File: config.mk
export PLATFORM = sky130hd
export DESIGN_NAME = baud_rate_monitor
export DESIGN_NICKNAME = d
export VERILOG_FILES = /design/src/rtl/baud_mon_pkg.sv /design/src/rtl/baud_mon_div.sv /design/src/rtl/baud_mon_dpath.sv /design/src/rtl/baud_mon_ctrl.sv /design/src/rtl/baud_rate_monitor.sv
export SDC_FILE = /design/constraint.sdc
export NUM_CORES = 1
export LEC_CHECK = 0
export BUFFER_PORTS_ARGS = -buffer_cell sky130_fd_sc_hd__buf_2
export CAP_MARGIN = 25
export CORE_ASPECT_RATIO = 1.75
export CORE_MARGIN = 8
export CORE_UTILIZATION = 50
export CTS_CLUSTER_DIAMETER = 30
export CTS_CLUSTER_SIZE = 16
export DETAILED_ROUTE_END_ITERATION = 16
export GPL_TIMING_DRIVEN = 0
export PLACE_DENSITY = 0.69
export SYNTH_ARGS = -nofsm -noshare
export SYNTH_HDL_FRONTEND = slang
export SYNTH_SLANG_ARGS = --single-unit
File: constraint.sdc
create_clock -name clk -period 7.5 [get_ports clk]
set_input_delay 1.5 -clock clk [delete_from_list [all_inputs] [get_ports clk]]
set_output_delay 1.5 -clock clk [all_outputs]
set_load 0.02 [all_outputs]
File: src/rtl/baud_mon_pkg.sv
package baud_mon_pkg;

  typedef enum logic [2:0] {
    ST_OFF,
    ST_ARM,
    ST_MEAS,
    ST_DIV,
    ST_HOLD
  } monState_t;

  // strobes from control to datapath
  typedef struct packed {
    logic loadInit;   // copy software seed into the estimate
    logic startWin;   // falling edge accepted, open the window
    logic measuring;  // window open, advance counters
    logic closeWin;   // capture totals and launch the divider
    logic commit;     // divider finished, write back the quotient
  } monStrobe_t;

endpackage

File: src/rtl/baud_mon_div.sv
module baud_mon_div #(
  parameter int DVD_W = 32,
  parameter int DVS_W = 8
) (
  input  logic             clk,
  input  logic             rstN,
  input  logic             start,
  input  logic [DVD_W-1:0] dividend,
  input  logic [DVS_W-1:0] divisor,
  output logic [DVD_W-1:0] quotient,
  output logic             done
);

  localparam int CNT_W = $clog2(DVD_W + 1);

  logic [DVD_W-1:0] quoReg;
  logic [DVS_W-1:0] remReg;
  logic [DVS_W-1:0] dvsReg;
  logic [CNT_W-1:0] stepCnt;
  logic             busy;
  logic [DVS_W:0]   trial;
  logic [DVS_W:0]   diff;
  logic             fits;

  always_comb begin
    trial = {remReg, quoReg[DVD_W-1]};
    diff  = trial - {1'b0, dvsReg};
    fits  = (trial >= {1'b0, dvsReg});
  end

  always_ff @(posedge clk or negedge rstN) begin
    if (!rstN) begin
      quoReg  <= '0;
      remReg  <= '0;
      dvsReg  <= '0;
      stepCnt <= '0;
      busy    <= 1'b0;
      done    <= 1'b0;
    end else begin
      done <= 1'b0;
      if (start) begin
        quoReg  <= dividend;
        remReg  <= '0;
        dvsReg  <= divisor;
        stepCnt <= CNT_W'(DVD_W);
        busy    <= 1'b1;
      end else if (busy) begin
        remReg  <= fits ? diff[DVS_W-1:0] : trial[DVS_W-1:0];
        quoReg  <= {quoReg[DVD_W-2:0], fits};
        stepCnt <= stepCnt - 1'b1;
        if (stepCnt == CNT_W'(1)) begin
          busy <= 1'b0;
          done <= 1'b1;
        end
      end
    end
  end

  assign quotient = quoReg;

endmodule

File: src/rtl/baud_mon_dpath.sv
module baud_mon_dpath
  import baud_mon_pkg::*;
#(
  parameter int CPB_W    = 20,
  parameter int FRAC_W   = 4,
  parameter int CYC_W    = 28,
  parameter int BIT_W    = 8,
  parameter int MAX_BITS = 127,
  parameter int MIN_CPB  = 17
) (
  input  logic             clk,
  input  logic             rstN,
  input  logic             rxIn,
  input  logic [CPB_W-1:0] initCpb,
  input  logic [BIT_W-1:0] bitThresh,
  input  monStrobe_t       strb,
  output logic [CPB_W-1:0] cpbOut,
  output logic [CYC_W-1:0] totalCycles,
  output logic [BIT_W-1:0] totalBits,
  output logic             fallEdge,
  output logic             anyEdge,
  output logic             enoughBits,
  output logic             cpbLow,
  output logic             divDone
);

  localparam int INT_W = CPB_W - FRAC_W;
  localparam int DVD_W = CYC_W + FRAC_W;
  localparam logic [BIT_W-1:0] MAXB = BIT_W'(MAX_BITS);

  logic             rxPrev;
  logic [CPB_W-1:0] cpbReg;
  logic [CPB_W-1:0] cpbNext;
  logic [INT_W-1:0] cpbInt;
  logic [INT_W-1:0] halfBit;
  logic [INT_W-1:0] phase;
  logic [CYC_W-1:0] cycCnt;
  logic [CYC_W-1:0] cycCap;
  logic [BIT_W-1:0] bitCnt;
  logic [BIT_W-1:0] bitCap;
  logic [BIT_W-1:0] nEff;
  logic [DVD_W-1:0] quotient;

  // line edge detection on the synchronized input
  always_ff @(posedge clk or negedge rstN) begin
    if (!rstN) rxPrev <= 1'b1;
    else       rxPrev <= rxIn;
  end

  assign fallEdge = rxPrev & ~rxIn;
  assign anyEdge  = rxPrev ^ rxIn;

  assign cpbInt  = cpbReg[CPB_W-1:FRAC_W];
  assign halfBit = cpbInt >> 1;
  assign cpbLow  = (cpbInt < INT_W'(MIN_CPB));

  // effective bit threshold, clamped to 1..MAX_BITS
  always_comb begin
    nEff = bitThresh;
    if (bitThresh == '0)       nEff = BIT_W'(1);
    else if (bitThresh > MAXB) nEff = MAXB;
  end

  assign enoughBits = (bitCnt >= nEff);

  // window counters: cycles, phase within a bit, rounded bit count
  always_ff @(posedge clk or negedge rstN) begin
    if (!rstN) begin
      cycCnt <= '0;
      phase  <= '0;
      bitCnt <= '0;
    end else if (strb.startWin) begin
      cycCnt <= CYC_W'(1);
      phase  <= halfBit + 1'b1;
      bitCnt <= '0;
    end else if (strb.measuring) begin
      if (cycCnt != '1) cycCnt <= cycCnt + 1'b1;
      if (phase == cpbInt - 1'b1) begin
        phase <= '0;
        if (bitCnt != '1) bitCnt <= bitCnt + 1'b1;
      end else begin
        phase <= phase + 1'b1;
      end
    end
  end

  always_ff @(posedge clk or negedge rstN) begin
    if (!rstN) begin
      cycCap <= '0;
      bitCap <= '0;
    end else if (strb.closeWin) begin
      cycCap <= cycCnt;
      bitCap <= bitCnt;
    end
  end

  baud_mon_div #(
    .DVD_W(DVD_W),
    .DVS_W(BIT_W)
  ) div_i (
    .clk     (clk),
    .rstN    (rstN),
    .start   (strb.closeWin),
    .dividend({cycCnt, {FRAC_W{1'b0}}}),
    .divisor (bitCnt),
    .quotient(quotient),
    .done    (divDone)
  );

  // narrow the quotient into the estimate field, saturating on overflow
  generate
    if (DVD_W > CPB_W) begin : g_sat
      assign cpbNext = (|quotient[DVD_W-1:CPB_W]) ? '1 : quotient[CPB_W-1:0];
    end else begin : g_fit
      assign cpbNext = CPB_W'(quotient);
    end
  endgenerate

  always_ff @(posedge clk or negedge rstN) begin
    if (!rstN)              cpbReg <= '0;
    else if (strb.loadInit) cpbReg <= initCpb;
    else if (strb.commit)   cpbReg <= cpbNext;
  end

  assign cpbOut      = cpbReg;
  assign totalCycles = cycCap;
  assign totalBits   = bitCap;

endmodule

File: src/rtl/baud_mon_ctrl.sv
module baud_mon_ctrl
  import baud_mon_pkg::*;
(
  input  logic       clk,
  input  logic       rstN,
  input  logic       monEn,
  input  logic       irqClr,
  input  logic       fallEdge,
  input  logic       anyEdge,
  input  logic       enoughBits,
  input  logic       cpbLow,
  input  logic       divDone,
  output monStrobe_t strb,
  output logic       monRdy,
  output logic       monIrq
);

  monState_t state;
  monState_t stateNext;

  always_comb begin
    strb      = '0;
    stateNext = state;
    if (!monEn) begin
      strb.loadInit = 1'b1;
      stateNext     = ST_OFF;
    end else begin
      case (state)
        ST_OFF: stateNext = ST_ARM;
        ST_ARM: begin
          if (fallEdge && !cpbLow) begin
            strb.startWin = 1'b1;
            stateNext     = ST_MEAS;
          end
        end
        ST_MEAS: begin
          strb.measuring = 1'b1;
          if (anyEdge && enoughBits) begin
            strb.closeWin = 1'b1;
            stateNext     = ST_DIV;
          end
        end
        ST_DIV: begin
          if (divDone) begin
            strb.commit = 1'b1;
            stateNext   = ST_HOLD;
          end
        end
        default: stateNext = ST_HOLD;
      endcase
    end
  end

  always_ff @(posedge clk or negedge rstN) begin
    if (!rstN) begin
      state  <= ST_OFF;
      monRdy <= 1'b0;
      monIrq <= 1'b0;
    end else begin
      state <= stateNext;
      if (!monEn)           monRdy <= 1'b0;
      else if (strb.commit) monRdy <= 1'b1;
      if (strb.commit)      monIrq <= 1'b1;
      else if (irqClr)      monIrq <= 1'b0;
    end
  end

endmodule

File: src/rtl/baud_rate_monitor.sv
module baud_rate_monitor
  import baud_mon_pkg::*;
#(
  parameter int CPB_W    = 20,
  parameter int FRAC_W   = 4,
  parameter int CYC_W    = 28,
  parameter int BIT_W    = 8,
  parameter int ADJ_W    = 11,
  parameter int MAX_BITS = 127,
  parameter int MIN_CPB  = 17
) (
  input  logic             clk,
  input  logic             rstN,
  input  logic             rxIn,
  input  logic             monEn,
  input  logic [CPB_W-1:0] initCpb,
  input  logic [BIT_W-1:0] bitThresh,
  input  logic [ADJ_W-1:0] fracAdjIn,
  input  logic             irqClr,
  output logic [CPB_W-1:0] cpbOut,
  output logic             monRdy,
  output logic [CYC_W-1:0] totalCycles,
  output logic [BIT_W-1:0] totalBits,
  output logic             monIrq,
  output logic             cpbInvalid,
  output logic [ADJ_W-1:0] rxFracAdj
);

  monStrobe_t strb;
  logic fallEdge;
  logic anyEdge;
  logic enoughBits;
  logic cpbLow;
  logic divDone;

  baud_mon_ctrl ctrl_i (
    .clk       (clk),
    .rstN      (rstN),
    .monEn     (monEn),
    .irqClr    (irqClr),
    .fallEdge  (fallEdge),
    .anyEdge   (anyEdge),
    .enoughBits(enoughBits),
    .cpbLow    (cpbLow),
    .divDone   (divDone),
    .strb      (strb),
    .monRdy    (monRdy),
    .monIrq    (monIrq)
  );

  baud_mon_dpath #(
    .CPB_W   (CPB_W),
    .FRAC_W  (FRAC_W),
    .CYC_W   (CYC_W),
    .BIT_W   (BIT_W),
    .MAX_BITS(MAX_BITS),
    .MIN_CPB (MIN_CPB)
  ) dpath_i (
    .clk        (clk),
    .rstN       (rstN),
    .rxIn       (rxIn),
    .initCpb    (initCpb),
    .bitThresh  (bitThresh),
    .strb       (strb),
    .cpbOut     (cpbOut),
    .totalCycles(totalCycles),
    .totalBits  (totalBits),
    .fallEdge   (fallEdge),
    .anyEdge    (anyEdge),
    .enoughBits (enoughBits),
    .cpbLow     (cpbLow),
    .divDone    (divDone)
  );

  assign cpbInvalid = monEn & cpbLow;
  // the fractional adjust and the monitor never work together
  assign rxFracAdj  = monEn ? '0 : fracAdjIn;

endmodule

== Word level (Yosys, flattened, before mapping) ==
Cells that the tools add are included.

* Eq/ne operators: 11
* Add/sub/neg operators: 7
* Muxes and demuxes: 45
* Bitwise gates (word level): 4
* Reduce and logical (&&, ||, !) cells: 15
* Magnitude comparators: 4

{| class="wikitable"
|+ Operator list
! kind !! number
|-
| two-way mux 28 bit || 3
|-
| two-way mux 8 bit || 9
|-
| two-way mux 32 bit || 2
|-
| two-way mux 20 bit || 3
|-
| two-way mux 16 bit || 3
|-
| adder 28 x 1 -> 28 bit (second input constant) || 1
|-
| != test 28 bit (second input constant) || 1
|-
| adder 15 x 1 -> 16 bit (second input constant) || 1
|-
| adder 16 x 1 -> 16 bit (second input constant) || 1
|-
| equality test 16 bit || 1
|-
| < comparator 16 x 5 -> 1 bit (second input constant) || 1
|-
| subtractor 16 x 1 -> 16 bit (second input constant) || 1
|-
| two-way mux 1 bit || 15
|-
| two-way mux 3 bit || 4
|-
| two-way mux 6 bit || 2
|-
| case mux 3 bit (4 select lines) || 1
|-
| nonzero test 2 bit || 6
|-
| OR reduction 12 bit || 1
|-
| two-way mux 11 bit || 1
|-
| >= comparator 9 x 8 -> 1 bit || 1
|-
| != test 3 x 2 -> 1 bit (second input constant) || 3
|-
| adder 8 x 1 -> 8 bit (second input constant) || 1
|-
| >= comparator 8 bit || 1
|-
| > comparator 8 x 7 -> 1 bit (second input constant) || 1
|-
| 18 further kinds || 22
|}

* Word-level logic and storage cells: 101
* Bits in registers: 162
* Input port bits: 44

== Depth between registers and ports, before layout ==
Gate-level depths: netlist of the first run.

* Depth after elaboration: 10
* Gate-level depth with buffers: 13
* Depth with buffers taken out: 10

== Modules after synthesis ==
From an unflattened synthesis of the first run, not the netlist that was laid out.

* Cell total of the unflattened synthesis: 1000
* Area total of the unflattened synthesis: 9502.9 um2

{| class="wikitable"
|+ By module, submodules not included
! module !! area each (um2) !! seq. area each (um2) !! times used !! cells an instance
|-
| baud_mon_dpath || 6213.5 || 2728.9 || 1 || 654
|-
| baud_mon_div || 2954.1 || 1401.3 || 1 || 307
|-
| baud_mon_ctrl || 252.7 || 125.1 || 1 || 26
|-
| baud_rate_monitor || 82.6 || 0.0 || 1 || 13
|}

== Worst setup path after synthesis of the first run ==
Ideal clock, no wire load.

* Kind: input-to-reg
* From: input port bitThresh[4]
* To: register dpath_i.bitCap[3], in the netlist dpath_i.totalBits[3]
* Library setup time: 125 ps
* Setup slack: 3392 ps
* Buffers on the path: 1
* Arrival: 3983 ps
* Stages on the path: 11
* Cells stage by stage: nor2_1 a311o_1 ha_1 nand2b_1 a21o_1 a21o_1 a211oi_1 o21ai_1 nand3_1 clkbuf_1 mux2_2

* Word-level cells in the longest chain between the ends: 8
* Elaborated cells on any way between the ends: 9
* Classes of those cells: order compare (2); mux (5); reduce/logical (2)

{| class="wikitable"
|+ Ends and longest elaborated chain
! element !! RTL line !! RTL
|-
| start, declared || baud_rate_monitor.sv:17 || <nowiki>input logic [BIT_W-1:0] bitThresh,</nowiki>
|-
| > comparator 8 x 7 -> 1 bit || baud_mon_dpath.sv:61 || <nowiki>else if (bitThresh > MAXB) nEff = MAXB;</nowiki>
|-
| two-way mux 8 bit || baud_mon_dpath.sv:61 ||
|-
| two-way mux 8 bit (*) || baud_mon_dpath.sv:60 || <nowiki>if (bitThresh == '0) nEff = BIT_W'(1);</nowiki>
|-
| >= comparator 8 bit (*) || baud_mon_dpath.sv:64 || <nowiki>assign enoughBits = (bitCnt >= nEff);</nowiki>
|-
| logical AND 1 bit (*) || baud_mon_ctrl.sv:38 || <nowiki>if (anyEdge && enoughBits) begin</nowiki>
|-
| two-way mux 1 bit (*) || baud_mon_ctrl.sv:38 ||
|-
| two-way mux 2 bit (*) || baud_mon_ctrl.sv:28 || <nowiki>case (state)</nowiki>
|-
| two-way mux 4 bit (*) || baud_mon_ctrl.sv:24 || <nowiki>if (!monEn) begin</nowiki>
|-
| end signal, assigned || baud_mon_dpath.sv:93 || <nowiki>bitCap <= bitCnt;</nowiki>
|-
| end, declared || baud_mon_dpath.sv:40 || <nowiki>logic [BIT_W-1:0] bitCap;</nowiki>
|}

Every way passes the cells marked *; elsewhere a longest branch is shown, timed or not.
A chain may end at the register's enable or synchronous reset.

== Worst setup path after layout of the first run ==
* From: input port bitThresh[7]
* To: register dpath_i.cycCap[20], in the netlist dpath_i.totalCycles[20]

* Word-level cells in the longest chain between the ends: 8
* Elaborated cells on any way between the ends: 9
* Classes of those cells: order compare (2); mux (5); reduce/logical (2)

{| class="wikitable"
|+ Ends and longest elaborated chain
! element !! RTL line !! RTL
|-
| > comparator 8 x 7 -> 1 bit || baud_mon_dpath.sv:61 ||
|-
| two-way mux 8 bit || baud_mon_dpath.sv:61 ||
|-
| two-way mux 8 bit (*) || baud_mon_dpath.sv:60 ||
|-
| >= comparator 8 bit (*) || baud_mon_dpath.sv:64 ||
|-
| logical AND 1 bit (*) || baud_mon_ctrl.sv:38 ||
|-
| two-way mux 1 bit (*) || baud_mon_ctrl.sv:38 ||
|-
| two-way mux 2 bit (*) || baud_mon_ctrl.sv:28 ||
|-
| two-way mux 4 bit (*) || baud_mon_ctrl.sv:24 ||
|-
| end signal, assigned || baud_mon_dpath.sv:92 || <nowiki>cycCap <= cycCnt;</nowiki>
|-
| end, declared || baud_mon_dpath.sv:38 || <nowiki>logic [CYC_W-1:0] cycCap;</nowiki>
|}

Marks and branches as above.

==> results.toml, run 1 <==
[outcome]
status = "completed"

[cts]
cts.reportedPaths.clkPinSlew_ns = 0.07
numCtsBuffers = 17
postCtsResizedCells = 0
post_cts_buffers = 0
h-tree-depth = 4
clock-sinks = 162
cts-root-buf = "clkbuf_16"
cts_tree = "done"
clk_latency_ns = 0.43
hold_buffers = 0
clockBufferDepth = 2

[die]
dieArea_um2 = 23100
die_y_um = 195
initial_core_util_pct = 50.9
core_area_um2 = 18000
placementRows = 65
pin_count = 114
die_x_um = 118

[finish]
final_common_cell = "dfrtp_1"
final_area_um2 = 10700
post-route-util_pct = 59.4
mostFrequentLayoutCells = "161 x dfrtp_1, 114 x buf_2, 93 x nor2_1, 72 x o21ai_0, 63 x clkbuf_1"
num-nets-final = 1180
layout-drive-gt1-share_pct = 15.1
syn2layout_area_growth_pct = 16.6
diodes = 0
fin_cells = 1357

[place]
pre_cts_slack_ns = 2.40
post_dp_cell_area_um2 = 10100
gp_congestion = 0.939
dp.cells = 1325
port_buffers = 113
place_hpwl_um = 20600

[timing]
rsz0062_at_grt = "false"
fin_setup_tns_ns = 0
setup_viol = 0
finalCritPeriodShare_pct = 62.2
hold_viol_final = 0
worst_slew_pin_slew_ns = 0.974
slew-limit-headroom_pct = 34.6
fin_skew_ns = 0.0103
fmax_mhz = 214
period_needed_ns = 4.67
holdWs_ns = 0.506
finalWorstSetupSlack_ns = 2.83
maxSlewViolCount = 0

[routing]
viasPerCell = 5.96
totalWireLength_um = 27200
via_count = 8081
dr.pass1.iters = 5
ant_nets = 0
wl_per_cell_um = 20.1
drc = 0
drtIter0Drc = 479

[worst_hold_path]
hp-class = "register to register"

[global_routing]
grt.overflow.total = 0
grt_pass1_wl_um = 43100
grt_pass1_vias = 8175
grt.total_usage_pct = 23.5
antenna_found_initial = 0
grt_max_degree = 87

[run]
max_cap_violations = 0

[power_and_ir_drop]
ir_worst_vdd_uv = 120
pwr_density_cell_nw_per_um2 = 226
p_leak_nw = 4.72
power_mw = 2.41

[critical_path]
required_ns = 7.79
crit_type = "primary input to register"
crit_fanout = 10
critPathCaptureType = "register"
arrival_ns = 4.95
start_kind = "primary input"

[logic_synthesis]
synth_cell_type_count = 61
synth_edf_count = 0
seq_area_frac_synth_pct = 44.3
ys.flop_type = "dfrtp_1"
netlist_instances = 977
ys_seq_elements = 162
async_reset_ff_share_pct = 100
ys_warn_count = 0
netlist_area_um2 = 9160
syn_nets = 1047
avgSynthCellArea_um2 = 9.37
==> area by class of cell <==
type | count | area (um^2)
buffer | 65 | 254
clock inverter | 12 | 180
fill | 1626 | 7300
inverter | 54 | 203
timing repair buffer | 114 | 603
multi-input combinational | 696 | 4640
clock buffer | 20 | 447
tap | 234 | 293
sequential | 162 | 4060
==> metal layers <==
| metal | GRT usage (%) | part of all wire, % | vias to the layer above |
|---|---|---|---|
| li1 | - | - | 3792 |
| met4 | 13.6 | 4.6 | 0 |
| met1 | 24.7 | 37 | 3965 |
| met5 | 0 | 0 | - |
| met2 | 43.3 | 54 | 253 |
| met3 | 3.55 | 3.8 | 71 |
==> synth_stat cells, types with 25 or more instances <==
master,count,share of area (%)
xnor2_1,31,3.0
o21a_1,26,2.1
dfrtp_1,161,44
nand2_1,43,1.8
clkbuf_1,61,2.5
nor2_1,93,3.8
mux2i_1,40,4.4
nand4_1,43,2.9
nand3_1,37,2.0
nor3_1,28,1.5
inv_1,54,2.2
xor2_1,28,2.7
ha_1,25,3.4
o21ai_0,72,3.9
==> registers in the layout (all words and copies together) (netlist names) <==
register and flops:
dpath_i.cpbOut 20, dpath_i.rxPrev 1, dpath_i.bitCnt 8, dpath_i.div_i.quotient 32, dpath_i.div_i.remReg 8, dpath_i.div_i.done 1, ctrl_i.monRdy 1, dpath_i.phase 16
dpath_i.totalBits 8, dpath_i.cycCnt 28, ctrl_i.monIrq 1, dpath_i.div_i.busy 1, dpath_i.div_i.stepCnt 6, ctrl_i.state 3, dpath_i.totalCycles 28
==> report_power, final <==
group / switching [mW] / leakage, nW / internal, mW
Combinational: 0.272 / 2.62 / 0.195
Clock: 0.366 / 0.301 / 0.568
Sequential: 0.0761 / 1.81 / 0.934
==> worst max-delay path, cell delays in order <==
cell and delay, ns:
buf_2 0.14, nor2_1 0.08, a311o_1 0.27, ha_1 0.27, nand2b_1 0.09, a21o_1 0.11, a21o_1 0.11, a211oi_1 0.07
o21ai_1 0.77, and3_1 0.29, clkbuf_1 0.20, clkbuf_1 0.48, clkbuf_1 0.41, o21ai_0 0.16
==> cells by family (layout without fill, tap and decap cells) <==
family	Yosys count	after routing	share of synthesized area, %
simple gates	347	347	19.9
xor+xnor	60	60	5.90
fa+ha+maj	26	26	3.64
compound gates	208	208	15.1
flops	162	162	44.3
mux	54	54	6.10
other cells	1	1	0.0410
buf+inv	119	265	4.99
==> worst paths after layout <==
| path | end | slack (ns) | cells after the start | startpoint |
|---|---|---|---|---|
| max in group asynchronous | dpath_i.totalCycles[2]$_DFFE_PN0P_ | 5.61 | 2 | rstN |
| worst min-delay path | ctrl_i.monRdy$_DFFE_PN0P_ | 0.51 | 2 | ctrl_i.monRdy$_DFFE_PN0P_ |
| worst min register to register | ctrl_i.monRdy$_DFFE_PN0P_ | 0.51 | 2 | ctrl_i.monRdy$_DFFE_PN0P_ |
| worst max register to register | dpath_i.bitCnt[1]$_DFFE_PN0P_ | 3.50 | 11 | dpath_i.cpbOut[5]$_DFFE_PN0P_ |
| min in group asynchronous | dpath_i.bitCnt[1]$_DFFE_PN0P_ | 1.04 | 1 | rstN |
| worst max-delay path | dpath_i.totalCycles[20]$_DFFE_PN0P_ | 2.83 | 14 | bitThresh[7] |
Note: power is estimated with default switching activity, not from simulation.
==> run 2: changes to the inputs <==
ABC_AREA = 1   (was default)
clock period = 4.5 ns   (was 7.5 ns; I/O delays follow)
==> results.toml, run 2 <==
[timing]
worst_slew_pin_slew_ns = 0.775
slew-limit-headroom_pct = 48.3
fmax_mhz = 292
finalWorstSetupSlack_ns = 1.08
setup_viol = 0
holdWs_ns = 0.433
period_needed_ns = 3.42
finalCritPeriodShare_pct = 76.0
hold_viol_final = 0
fin_skew_ns = 0.0120
fin_setup_tns_ns = 0
maxSlewViolCount = 0
rsz0062_at_grt = "false"

[global_routing]
antenna_found_initial = 0
grt_pass1_wl_um = 50100
grt_pass1_vias = 9981
grt_max_degree = 85
grt.overflow.total = 0
grt.total_usage_pct = 26.0

[die]
pin_count = 114
placementRows = 68
core_area_um2 = 19600
die_x_um = 122
dieArea_um2 = 24700
die_y_um = 202
initial_core_util_pct = 50.6

[finish]
fillers = 1842
num-nets-final = 1529
layout-drive-gt1-share_pct = 13.9
diodes = 0
mostFrequentLayoutCells = "309 x nand2_1, 161 x dfrtp_1, 150 x nand3_1, 142 x inv_1, 122 x buf_2"
largest_register_ffs = 32
syn2layout_area_growth_pct = 15.6
post-route-util_pct = 58.5
final_common_cell = "nand2_1"
final_area_um2 = 11400

[place]
pre_cts_slack_ns = 0.631
port_buffers = 113
post_dp_cell_area_um2 = 10800
gp_congestion = 0.978
place_hpwl_um = 24500

[logic_synthesis]
syn_nets = 1396
synth.top_cells.by_count = "309 x nand2_1, 161 x dfrtp_1, 150 x nand3_1"
seq_area_frac_synth_pct = 41.0
netlist_instances = 1326
synth_edf_count = 0
synth_cell_type_count = 50
netlist_area_um2 = 9900
ys_warn_count = 0
ys_seq_elements = 162
async_reset_ff_share_pct = 100
yosysMostFrequentCell = "nand2_1"
ys.flop_type = "dfrtp_1"
synth_top_area_share_pct = 40.7
avgSynthCellArea_um2 = 7.46
yosys.area.top_type = "dfrtp_1"
synthTopCellsByArea = "dfrtp_1 41%, nand2_1 12%, nand3_1 7.6%"

[routing]
viasPerCell = 5.60
totalWireLength_um = 31100
wl_per_cell_um = 18.1
drc = 0
ant_nets = 0
dr.pass1.iters = 7
via_count = 9610
drtIter0Drc = 653

[power_and_ir_drop]
pwr_density_cell_nw_per_um2 = 533
ir_worst_vdd_uv = 413
p_leak_nw = 5.90

[cts]
cts-root-buf = "clkbuf_16"
clock-sinks = 162
cts_tree = "done"
postCtsResizedCells = 0
cts.reportedPaths.clkPinSlew_ns = 0.06
h-tree-depth = 4
clockBufferDepth = 2
post_cts_buffers = 0
hold_buffers = 0
numCtsBuffers = 17
clk_latency_ns = 0.44

[critical_path]
arrival_ns = 3.73
startpoint = "bitThresh[7]"
required_ns = 4.81
reg2reg_from = "dpath_i.bitCnt[6]$_DFFE_PN0P_"
crit_fanout = 10
crit_type = "primary input to register"
start_kind = "primary input"
critPathCaptureType = "register"

[run]
max_cap_violations = 0

[worst_hold_path]
hp-class = "primary input to async pin"

[outcome]
status = "completed"
==> run 2: cell types whose count changed in the layout (fill, tap and decap cells not counted), sizes merged, moves of 30 or more <==
cell	delta
nor2	+30
clkbuf	-30
inv	+96
nand3	+118
mux2i	-40
nand2	+271
==> run 2: cell type report <==
class                      count  area, um^2  area share [%]
multi-input combinational    958        4990            43.6
sequential                   162        4060            35.4
timing repair buffer         114         603            5.27
inverter                     150         563            4.92
clock buffer                  18         439            3.84
tap                          245         307            2.68
buffer                        56         288            2.51
clock inverter                14         196            1.72
==> run 2: critical path, stage by stage <==
cell	delay (ns)
buf_2	0.14
nor2_1	0.08
a311o_1	0.31
ha_1	0.28
nand2_1	0.05
o41ai_1	0.67
nand3_1	0.43
buf_2	0.32
clkbuf_1	0.29
nand3_1	0.15
nand3_1	0.09
==> run 2: final timing paths <==
| kind | cells past startpoint | to | slack, ns |
|---|---|---|---|
| setup / recovery | 11 | dpath_i.div_i.quotient[24]$_DFFE_PN0P_ | 1.08 |
| max in group asynchronous | 2 | dpath_i.cycCnt[8]$_DFFE_PN0P_ | 3.19 |
| min in group clk | 2 | dpath_i.totalCycles[15]$_DFFE_PN0P_ | 0.47 |
| hold reg to reg | 2 | dpath_i.totalCycles[15]$_DFFE_PN0P_ | 0.47 |
| setup reg to reg | 8 | dpath_i.div_i.quotient[24]$_DFFE_PN0P_ | 1.47 |
| hold / removal | 1 | dpath_i.totalCycles[23]$_DFFE_PN0P_ | 0.43 |
==> run 2: per-stage QoR <==
step / power [mW] / instances
after detailed placement: 4.51 / 1685
after CTS: 6.09 / 1717
after global routing: 6.52 / 1717
final: 6.09 / 1717
after global placement: 4.45 / 1684
after floorplan: 3.83 / 1326
==> run 2: cells by family (layout without fill, tap and decap cells) <==
group | Yosys count | in the layout | share of synthesized area, %
DFF | 162 | 162 | 41.0
other | 1 | 1 | 0.0379
AOI/OAI and AO/OA | 171 | 171 | 9.33
adders and majority gates | 26 | 26 | 3.36
buffers and inverters | 206 | 352 | 8.60
xor gates and xnor gates | 52 | 52 | 4.74
and+or+nand+nor | 708 | 708 | 33.0
==> run 2: report_power, final <==
part / internal [mW] / switching [mW]
registers: 1.84 / 0.443
logic: 0.805 / 1.43
clock network: 0.907 / 0.670
total: 3.56 / 2.54
==> run 2: metal layers <==
metal,global-route usage [%],share of wire (%)
met5,0,0
met1,26.0,36
met2,47.4,54
met4,17.8,6.3
met3,3.91,4.4
==> run 3: changes to the inputs <==
clock period = 3.3 ns   (was 4.5 ns; I/O delays follow)
==> results.toml, run 3 (synthesis gave the netlist of run 2 again) <==
[critical_path]
critPathCaptureType = "register"
critPathMaxStageDelay_ns = 0.45
r2r_slack_ns = 0.56
crit_type = "primary input to register"
r2r_cells = 10
reg2reg_from = "dpath_i.cpbOut[5]$_DFFE_PN0P_"
path_cells = "buf_2 -> nor2_1 -> a311o_1 -> ha_1 -> nand2_1 -> o41ai_2 -> nand3_1 -> buf_2 -> clkbuf_1 -> nand3_1 -> nand3_1"
crit_fanout = 10
required_ns = 3.61
r2r-end = "dpath_i.phase[15]$_DFFE_PN0P_"
cp_common_cell = "nand3_1"
start_kind = "primary input"
arrival_ns = 3.19
cp_slowest_cell = "o41ai_2"

[cts]
cts-root-buf = "clkbuf_16"
h-tree-depth = 4
numCtsBuffers = 17
post_cts_buffers = 0
cts.reportedPaths.clkPinSlew_ns = 0.06
clock-sinks = 162
cts_tree = "done"
clk_latency_ns = 0.44
clockBufferDepth = 2

[power_and_ir_drop]
power_switching_mw = 3.47
p_leak_nw = 5.91
sequentialPowerShare_pct = 37.5
p_sw_share_pct = 41.7
ir_worst_vdd_uv = 564
pwr_density_cell_nw_per_um2 = 726
p_comb_share_pct = 36.6
p_int_mw = 4.85
pwr-share-clk_pct = 25.9

[timing]
rsz0062_at_grt = "false"
setup_viol = 0
maxSlewViolCount = 0
hold_viol_final = 0
period_needed_ns = 2.88
holdWs_ns = 0.193
fmax_mhz = 347
worst_slew_pin_slew_ns = 0.775
slew-limit-headroom_pct = 48.3
finalCritPeriodShare_pct = 87.2
fin_skew_ns = 0.0120

[routing]
dr.pass1.iters = 5
viasPerCell = 5.60
ant_nets = 0
via_count = 9610
wl_met3_um = 1360
totalWireLength_um = 31100
wl_met2_um = 16700
wl_met1_um = 11100
drtIter0Drc = 647
highest_layer = "met4"
wl_per_cell_um = 18.1
drc = 0

[place]
place_hpwl_um = 24500
gp_congestion = 0.978
port_buffers = 113
dp.cells = 1685

[global_routing]
grt.total_usage_pct = 26.0
grt_pass1_vias = 9981
grt.overflow.total = 0
grt_pass1_wl_um = 50100
antenna_found_initial = 0
grt_max_degree = 85

[finish]
fillers = 1842
mostFrequentLayoutCells = "309 x nand2_1, 161 x dfrtp_1, 150 x nand3_1, 142 x inv_1, 122 x buf_2"
syn2layout_area_growth_pct = 15.7
area.sequential_um2 = 4060
largest_register_ffs = 32
fin_cells = 1717
layout-drive-gt1-share_pct = 14.0
multi_input_area_um2 = 5000
num-nets-final = 1529
diodes = 0
post-route-util_pct = 58.5
final_common_cell = "nand2_1"

[die]
die_y_um = 202
initial_core_util_pct = 50.6
die_x_um = 122
placementRows = 68
pin_count = 114
core_area_um2 = 19600
dieArea_um2 = 24700

[outcome]
status = "completed"

[run]
max_cap_violations = 0

[worst_hold_path]
hp-class = "primary input to async pin"
-- run 3: cell counts in the layout (fill, tap and decap cells not counted) --
No cell type changed its count.
-- run 3: power by group through the flow --
stage                     logic (mW)  registers, mW  clock network [mW]
after floorplan                 2.22           3.00                   0
after global placement          2.95           3.12                   0
after detailed placement        3.02           3.13                   0
after CTS                       3.04           3.10                2.17
after global routing            3.46           3.18                2.25
final                           3.05           3.12                2.15
-- run 3: area by class of cell --
| type | count | area share (%) |
|---|---|---|
| Tap cell | 245 | 2.68 |
| Sequential cell | 162 | 35.4 |
| Inverter | 150 | 4.92 |
| Clock inverter | 14 | 1.72 |
| Timing Repair Buffer | 114 | 5.27 |
| Buffer | 56 | 2.51 |
| Clock buffer | 18 | 3.84 |
| Multi-Input combinational cell | 958 | 43.7 |
-- run 3: worst max path at each step --
stage / startpoint / slack, ns / end
final: bitThresh[7] / 0.42 / dpath_i.div_i.quotient[24]$_DFFE_PN0P_
after global routing: bitThresh[6] / 0.25 / dpath_i.div_i.quotient[24]$_DFFE_PN0P_
after CTS: bitThresh[7] / 0.1 / dpath_i.div_i.quotient[24]$_DFFE_PN0P_
after detailed placement: bitThresh[7] / -0.33 / dpath_i.div_i.quotient[25]$_DFFE_PN0P_
after global placement: rstN / -1.0 / dpath_i.phase[11]$_DFFE_PN0P_
after floorplan: bitThresh[3] / 0.75 / dpath_i.div_i.quotient[10]$_DFFE_PN0P_
-- run 3: what timing repair did --
item / CTS / global route
gates resized for setup: 0 / 1
endpoints found under the setup margin: 0 / 6
hold buffers: 0 / 0
endpoints found under the hold margin: 0 / 0
-- run 3: critical path, delay by kind of cell --
kind	cells	cell delay, ns
and+or+nand+nor	5	0.74
buffers and inverters	3	0.74
adders and majority gates	1	0.28
AOI/OAI and AO/OA	2	0.76
-- run 3: through the flow --
stage	worst slack [ns]	total power, mW	area, um^2	setup TNS (ns)
floorplan	0.754	5.22	9900	0
global placement	-0.997	6.07	10800	-176.87
detailed placement	-0.329	6.15	10800	-17.98
CTS	0.0965	8.31	11400	0
global route	0.254	8.89	11500	0
finish	0.421	8.31	11500	0
-- run 3: metal layers --
metal / global-route usage [%] / vias to the layer above
li1: - / 4640
met1: 26.0 / 4522
met2: 47.4 / 335
met3: 3.91 / 113
met4: 17.8 / 0
met5: 0 / -
